==> config.mk <==
export PLATFORM = sky130hd
export DESIGN_NAME = hdlc_rx_line_monitor
export DESIGN_NICKNAME = d
export VERILOG_FILES = /design/src/rtl/hdlc_rx_line_monitor.sv
export SDC_FILE = /design/constraint.sdc
export NUM_CORES = 1
export LEC_CHECK = 0
export ABC_CLOCK_PERIOD_IN_PS = 2400
export CORE_AREA = 2 2 62 64
export DETAILED_ROUTE_END_ITERATION = 6
export DIE_AREA = 0 0 64 66
export DONT_BUFFER_PORTS = 1
export HOLD_SLACK_MARGIN = 0.1
export PLACE_DENSITY_LB_ADDON = 0.08
export SYNTH_ARGS = -nofsm -noshare
export SYNTH_HDL_FRONTEND = slang
export SYNTH_SLANG_ARGS = --single-unit
==> constraint.sdc <==
create_clock -name clk -period 2.4 [get_ports clk]
set_input_delay 0.48 -clock clk [delete_from_list [all_inputs] [get_ports clk]]
set_output_delay 0.48 -clock clk [all_outputs]
set_load 0.02 [all_outputs]
==> src/rtl/hdlc_rx_line_monitor.sv <==
module hdlc_rx_line_monitor #(
  parameter int IDLE_RUN  = 15,
  parameter int ABORT_RUN = 7,
  parameter int MIN_BYTES = 5,
  parameter int SZ_W      = 8
) (
  input  logic            clk,
  input  logic            rst_n,
  input  logic            bit_en,
  input  logic            rxd,
  input  logic [SZ_W-1:0] buf_size,
  output logic [7:0]      status,
  output logic            ev_flag,
  output logic            ev_idle,
  output logic            ev_frame,
  output logic            ev_buf
);

  localparam int RUN_W = $clog2(IDLE_RUN + 1);
  localparam int FC_W  = $clog2(MIN_BYTES + 1);
  localparam logic [7:0] FLAG_PAT = 8'h7E;
  localparam logic [RUN_W-1:0] RUN_MAX  = RUN_W'(IDLE_RUN);
  localparam logic [RUN_W-1:0] RUN_PRE  = RUN_W'(IDLE_RUN - 1);
  localparam logic [RUN_W-1:0] RUN_ABRT = RUN_W'(ABORT_RUN);
  localparam logic [FC_W-1:0]  FC_MIN   = FC_W'(MIN_BYTES);

  logic [6:0]       hist;
  logic [RUN_W-1:0] run, run_nxt;
  logic             idle_q, flag_q, synced;
  logic [2:0]       bitpos;
  logic [FC_W-1:0]  fcnt;
  logic [SZ_W-1:0]  fill;
  logic             hit, idle_hit, flag_end, byte_done, frame_hit, buf_hit, abort_run;

  assign hit       = ({hist, rxd} == FLAG_PAT);
  assign run_nxt   = !rxd ? '0 : (run == RUN_MAX) ? run : run + 1'b1;
  assign idle_hit  = rxd && (run == RUN_PRE);
  assign abort_run = rxd && (run_nxt >= RUN_ABRT);
  assign flag_end  = flag_q && !hit && (bitpos == 3'd7);
  assign byte_done = synced && !hit && (bitpos == 3'd7);
  assign frame_hit = hit && synced && (fcnt >= FC_MIN);
  assign buf_hit   = byte_done && (buf_size != '0) && (fill + SZ_W'(1) == buf_size);
  assign status    = {idle_q, flag_q, 6'b0};

  always_ff @(posedge clk or negedge rst_n) begin
    if (!rst_n) begin
      hist   <= '0;
      run    <= '0;
      idle_q <= 1'b0;
      flag_q <= 1'b0;
      synced <= 1'b0;
      bitpos <= '0;
      fcnt   <= '0;
      fill   <= '0;
    end else if (bit_en) begin
      hist   <= {hist[5:0], rxd};
      run    <= run_nxt;
      bitpos <= hit ? 3'd0 : bitpos + 3'd1;
      if (!rxd) idle_q <= 1'b0;
      else if (idle_hit) idle_q <= 1'b1;
      if (hit) flag_q <= 1'b1;
      else if (flag_end) flag_q <= 1'b0;
      if (hit) synced <= 1'b1;
      else if (abort_run) synced <= 1'b0;
      if (hit || !synced) begin
        fcnt <= '0;
        fill <= '0;
      end else if (byte_done) begin
        if (fcnt != FC_MIN) fcnt <= fcnt + 1'b1;
        fill <= buf_hit ? '0 : fill + SZ_W'(1);
      end
    end
  end

  always_ff @(posedge clk or negedge rst_n) begin
    if (!rst_n) begin
      ev_flag  <= 1'b0;
      ev_idle  <= 1'b0;
      ev_frame <= 1'b0;
      ev_buf   <= 1'b0;
    end else begin
      ev_flag  <= bit_en && ((hit && !flag_q) || flag_end);
      ev_idle  <= bit_en && idle_hit;
      ev_frame <= bit_en && frame_hit;
      ev_buf   <= bit_en && buf_hit;
    end
  end

  AST_IDLE_EV_SETS_BIT: assert property (@(posedge clk) disable iff (!rst_n)
    ev_idle |-> status[7]) else $error("idle event without idle bit");

  AST_ZERO_CLEARS_IDLE: assert property (@(posedge clk) disable iff (!rst_n)
    (bit_en && !rxd) |=> !status[7]) else $error("idle bit survived a zero");

  AST_FLAG_EV_IS_EDGE: assert property (@(posedge clk) disable iff (!rst_n)
    ev_flag |-> (status[6] != $past(status[6]))) else $error("flag event without flag bit change");

  AST_FRAME_ON_FLAG: assert property (@(posedge clk) disable iff (!rst_n)
    ev_frame |-> (status[6] && !ev_buf)) else $error("frame event off a flag");

  AST_QUIET_WITHOUT_BIT: assert property (@(posedge clk) disable iff (!rst_n)
    !bit_en |=> ($stable(status) && !ev_flag && !ev_idle && !ev_frame && !ev_buf))
    else $error("activity without a bit");

endmodule

==> results of run 1 <==
[kinds of logic after synthesis]
group / after synthesis
adders and majority gates: 7
buffers and inverters: 27
and+or+nand+nor: 72
AOI/OAI and AO/OA: 47
xor gates and xnor gates: 11
DFF: 32
other: 1
muxes: 8
[worst max-delay path by stage]
stage	startpoint	to	slack [ns]
final	fill[0]	fill[5]	0.08
after global placement	fill[0]	fill[6]	0.07
after global routing	fill[0]	fill[6]	0.003
after CTS	fill[0]	fill[6]	0.005
after floorplan	fill[0]	fill[2]	0.12
after detailed placement	fill[0]	fill[5]	0.02
[state kept, by name, indices dropped and copies added (netlist names)]
register	flops
fill	8
hist	7
run	4
bitpos	3
fcnt	3
ev_buf	1
ev_flag	1
ev_frame	1
ev_idle	1
flag_q	1
idle_q	1
synced	1
[metrics by stage]
step	hold slack [ns]	instances	total power, mW	setup slack [ns]
after global routing	0.220	261	1.18	0.00334
final	0.228	261	1.12	0.0775
after CTS	0.214	260	1.13	0.00476
after floorplan	0.184	210	0.761	0.116
after global placement	0.185	250	0.772	0.0689
after detailed placement	0.186	250	0.781	0.0153
[cell usage after synthesis (3+ instances only)]
cell / number
nand2_1: 31
xor2_1: 4
mux2_2: 7
dfrtp_1: 32
nand4_1: 3
ha_1: 7
xnor2_1: 7
nor3_1: 3
nand3_1: 8
inv_1: 10
a21oi_1: 7
o211ai_1: 11
o21ai_0: 11
nor2_1: 11
o21ai_1: 3
clkbuf_1: 4
buf_4: 9
[critical path, cell delays in order (launching register included)]
cell,delay [ns]
dfrtp_2,0.46
nand3_4,0.09
or4b_1,0.46
and3_1,0.16
or4_4,0.59
o21ai_4,0.30
o211ai_1,0.15
[power by group through the flow]
stage | registers [mW] | clock network (mW) | logic (mW)
2_1_floorplan | 0.626 | 0 | 0.135
3_3_place_gp | 0.638 | 0 | 0.134
3_5_place_dp | 0.643 | 0 | 0.138
4_1_cts | 0.632 | 0.347 | 0.155
5_1_grt | 0.642 | 0.359 | 0.178
6_report | 0.633 | 0.336 | 0.154
[per-layer routing]
layer / GRT usage [%] / part of all wire [%] / vias to the layer above
met5: 0 / 0 / -
met4: 7.07 / 1.1 / 0
met3: 4.26 / 4.4 / 6
met2: 35.7 / 51 / 38
met1: 27.1 / 43 / 703
li1: - / - / 731
[final cells by class]
cell class                 instances  share of cell area, %
multi-input combinational        151                   48.4
clock inverter                     1                  0.363
tap                               48                   2.90
inverter                          10                   1.81
timing repair buffer              12                   5.08
clock buffer                       7                   2.66
sequential                        32                   38.8
[what timing repair did]
action | in CTS | in global routing
setup buffers | 0 | 1
hold buffers | 2 | 0
endpoints found under the hold margin | 32 | 0
setup endpoints to repair | 0 | 8
gates resized for setup | 0 | 6
==> flow_metrics.tcl, run 1 <==
set metrics [dict create \
    outcome "finished, final reports clean" \
    insertion_delay_ns 0.33 \
    die_width_um 64 \
    critPathKind "reg -> reg" \
    coreArea_um2 3550 \
    cp-start-kind "register" \
    synthMuxAreaShare_pct 4.66 \
    die_area_um2 4220 \
    cp.arrival_ns 2.53 \
    fin_util_pct 58.3 \
    clock_skew_ns 0.00309 \
    cp_max_fo 8 \
    r2r-end "fill[5]" \
    mostFrequentLayoutCells "31 x nand2_1, 30 x dfrtp_1, 11 x nor2_1, 11 x o21ai_0, 11 x o211ai_1" \
    intPower_uw 808 \
    htree_num_levels 2 \
    p_seq_share_pct 56.3 \
    final_nets 231 \
    fin_area_um2 2070 \
    ys_ff_latch 32 \
    p_per_area_nw_per_um2 543 \
    num_rows 22 \
    routed-via-count 1478 \
    cts.reportedPaths.clkPinSlew_ns 0.10 \
    cts_max_path_buffers 2 \
    hp-class "in -> reg" \
    grt_max_degree 33 \
    grt-ovfl-total 0 \
    synth_seq_area_share_pct 42.0 \
    via_per_inst 5.66 \
    first_pass_iters 4 \
    syn_area_per_cell_um2 9.30 \
    netSwitchingFraction_pct 28.0 \
    fillers 318 \
    timing.fmax_ghz 0.431 \
    relSlewSlack_pct 57.0 \
    rsz0062_at_grt "no" \
    yosys.area_share.simple_pct 19.0 \
    start_util_pct 53.7 \
    r2r_slack_ns 0.08 \
    slew_viol_final 0 \
    post_drt_wl_per_cell_um 15.4 \
    place_hpwl_mm 2.94 \
    combPwrFrac_pct 13.8 \
    switchingPower_uw 315 \
    cellLeakagePower_nw 0.864 \
    grt_pass1_wl_mm 6.85 \
    worst_pin_slew_ns 0.640 \
    layout_commonest_cell "nand2_1" \
    port_buffers 0 \
    synthArstFlopShare_pct 100 \
    synth_top_area_share_pct 42.0 \
    synthAdderAreaFrac_pct 4.60 \
    hp-start "bit_en" \
    r2r_start "fill[0]" \
    drc_errors 0 \
    routed_wl_mm 4.02 \
    worstHoldPathCells 1 \
    synth-edff-count 0 \
    cts_made_buffers 5 \
    drt_iter0_markers 84 \
    diodes 0 \
    whs_endpoint "run[2]" \
    final_antenna_net_count 0 \
    drive_above_1_share_pct 16.4 \
    placed_cell_area_um2 1940 \
    clkSinkCount 32 \
    clock_power_share_pct 29.9 \
    track_usage_pct 21.1 \
    antenna_found_initial 0 \
    peakVddDrop_mv 0.440 \
    syn_to_final_growth_pct 8.60 \
    crit_required_ns 2.61 \
    synth_xor_area_share_pct 5.06 \
    period_minus_slack_ns 2.32 \
    clockRootBuffer "clkbuf_4" \
    ys_top_cells_by_area "dfrtp_1 42%, nand2_1 6.1%, ha_1 4.6%" \
    multi_input_area_um2 1000 \
    place_congestion 0.909 \
    grt_pass1_vias 1433 \
    fin_crit_sh_pct 96.8 \
    hold_viol 0 \
    synth_cells 205 \
    yosysWarningCount 0 \
    drv_cap 0 \
    seqCellArea_um2 803 \
    die_y_um 66 \
    cp-end-kind "register" \
    reg2regPathDepth 6 \
    synth_top_family_by_area "simple AND/OR/NAND/NOR gates" \
    synth_cell_types 48 \
    ioPinCount 24 \
    yosys.area.top_type "dfrtp_1" \
    cts_tree "built" \
    synth_flop_cell "dfrtp_1" \
    final.setup.tns_ns 0 \
    synth-compound-area-share_pct 16.7 \
    synth_area_um2 1910 \
    setup_viol 0 \
]
Power figures use the tool's default switching activity.
==> run 2, diff against run 1 <==
--- a/config.mk
+++ b/config.mk
@@ -7,6 +7,7 @@
 export LEC_CHECK = 0
 export ABC_CLOCK_PERIOD_IN_PS = 2400
 export CORE_AREA = 2 2 62 64
+export CTS_CLUSTER_SIZE = 20
 export DETAILED_ROUTE_END_ITERATION = 6
 export DIE_AREA = 0 0 64 66
 export DONT_BUFFER_PORTS = 1
==> constraint.sdc (replaced) <==
create_clock -name clk -period 2.4 [get_ports clk]
set_input_delay 0.36 -clock clk [delete_from_list [all_inputs] [get_ports clk]]
set_output_delay 0.36 -clock clk [all_outputs]
set_load 0.02 [all_outputs]
==> flow_metrics.tcl, run 2 (synthesis results as in run 1) <==
set metrics [dict create \
    cellLeakagePower_nw 0.872 \
    fin_area_um2 2090 \
    r2r_slack_ns 0.09 \
    cp-end-kind "register" \
    r2r_start "fill[0]" \
    cpPeakStageDelay_ns 0.59 \
    largest_reg_flops 8 \
    via_per_inst 5.62 \
    insertion_delay_ns 0.33 \
    rsz0062_at_grt "no" \
    syn_to_final_growth_pct 9.65 \
    coreArea_um2 3550 \
    final_nets 233 \
    cp.arrival_ns 2.52 \
    whs_endpoint "run[3]" \
    ioPinCount 24 \
    die_area_um2 4220 \
    die_width_um 64 \
    relSlewSlack_pct 57.3 \
    hold_viol 0 \
    clkSinkCount 32 \
    setup_ws_ns 0.0863 \
    crit_chain "nand3_4 > or4b_1 > and3_1 > or4_4 > o21ai_4 > o211ai_1" \
    slew_viol_final 0 \
    crit_required_ns 2.61 \
    cts.reportedPaths.clkPinSlew_ns 0.10 \
    hold-worst-slack_ns 0.115 \
    instances_no_fill 263 \
    startpoint "fill[0]" \
    hp-start "bit_en" \
    cts_tree "built" \
    dp.cells 250 \
    reg2regPathDepth 6 \
    drt_iter0_markers 110 \
    period_minus_slack_ns 2.31 \
    mostFrequentLayoutCells "31 x nand2_1, 30 x dfrtp_1, 11 x nor2_1, 11 x o21ai_0, 11 x o211ai_1" \
    outcome "finished, final reports clean" \
    cp_max_fo 8 \
    start_util_pct 53.7 \
    drive_above_1_share_pct 16.3 \
    peakVddDrop_mv 0.442 \
    routed-via-count 1478 \
    first_pass_iters 4 \
    cts_made_buffers 5 \
    cts_max_path_buffers 2 \
    post_drt_wl_per_cell_um 15.5 \
    timing.fmax_ghz 0.432 \
    setup_viol 0 \
    critPathKind "reg -> reg" \
    hp-class "in -> reg" \
    routed_wl_mm 4.08 \
    p_per_area_nw_per_um2 538 \
    die_y_um 66 \
    grt-ovfl-total 0 \
    antenna_found_initial 0 \
    num_rows 22 \
    placed_cell_area_um2 1940 \
    place_hpwl_mm 2.94 \
    grt_pass1_vias 1446 \
    diodes 0 \
    port_buffers 0 \
    drv_cap 0 \
    final.setup.tns_ns 0 \
    place_congestion 0.909 \
    final_antenna_net_count 0 \
    crit_slowest_cell "or4_4" \
    path_delay_family "simple AND/OR/NAND/NOR gates" \
    top_regs "fill: 8 flops, hist: 7 flops, run: 4 flops" \
    path_buf_inv 0 \
    clock_skew_ns 0.00716 \
    cp-start-kind "register" \
    track_usage_pct 21.4 \
    regMostFlops "fill" \
    r2r-end "fill[5]" \
    htree_num_levels 2 \
    fin_crit_sh_pct 96.4 \
    worstHoldPathCells 1 \
    grt_pass1_wl_mm 6.93 \
    drc_errors 0 \
    clockRootBuffer "clkbuf_4" \
    grt_max_degree 33 \
    pre_cts_ws_ns 0.0153 \
    worst_pin_slew_ns 0.636 \
    layout_commonest_cell "nand2_1" \
]
## run 2: cell types whose count changed in the layout (fill, tap and decap cells not counted), sizes merged
cell	change
dlygate4sd3	+2
## run 2: final cells by class
| cell class | count | area (um^2) |
|---|---|---|
| Sequential cell | 32 | 803 |
| Inverter | 10 | 37.5 |
| Clock buffer | 7 | 55.1 |
| Multi-Input combinational cell | 151 | 1000 |
| Clock inverter | 1 | 7.51 |
| Fill cell | 316 | 1460 |
| Tap cell | 48 | 60.1 |
| Timing Repair Buffer | 14 | 125 |
## run 2: worst max path at each step
stage / end / slack [ns] / depth (start not counted)
floorplan: fill[2] / 0.12 / 7
global route: fill[6] / 0.003 / 6
finish: fill[5] / 0.09 / 6
CTS: fill[6] / 0.005 / 7
detailed placement: fill[5] / 0.02 / 7
global placement: fill[6] / 0.07 / 7
## run 2: where the power goes
part	internal (mW)	switching (mW)	leakage (nW)
clock	0.143	0.191	0.0315
combinational	0.0767	0.0808	0.417
sequential	0.590	0.0427	0.423
## run 2: stage by stage
stage / power (mW) / utilization (%)
4_1_cts: 1.14 / 57.9
6_report: 1.13 / 58.8
3_3_place_gp: 0.772 / 54.7
3_5_place_dp: 0.781 / 54.7
5_1_grt: 1.18 / 58.8
2_1_floorplan: 0.761 / -
## run 2: worst reg2reg max path, cell delays in order (launching register included)
cell and delay (ns):
dfrtp_2 0.46, nand3_4 0.09, or4b_1 0.46, and3_1 0.16, or4_4 0.59, o21ai_4 0.30, o211ai_1 0.15
## run 2: repair_timing
| item | CTS | global route |
|---|---|---|
| setup buffers | 0 | 1 |
| gates resized for setup | 0 | 6 |
| endpoints found under the setup margin | 0 | 8 |
| hold buffers | 4 | 0 |
| endpoints found under the hold margin | 33 | 0 |
## run 2: layer usage
metal | vias to the layer above | global-route usage [%] | share of wire, %
met1 | 716 | 27.2 | 44
met4 | 0 | 7.07 | 0.83
met5 | - | 0 | 0
met3 | 4 | 4.43 | 4.0
li1 | 728 | - | -
met2 | 30 | 36.3 | 51
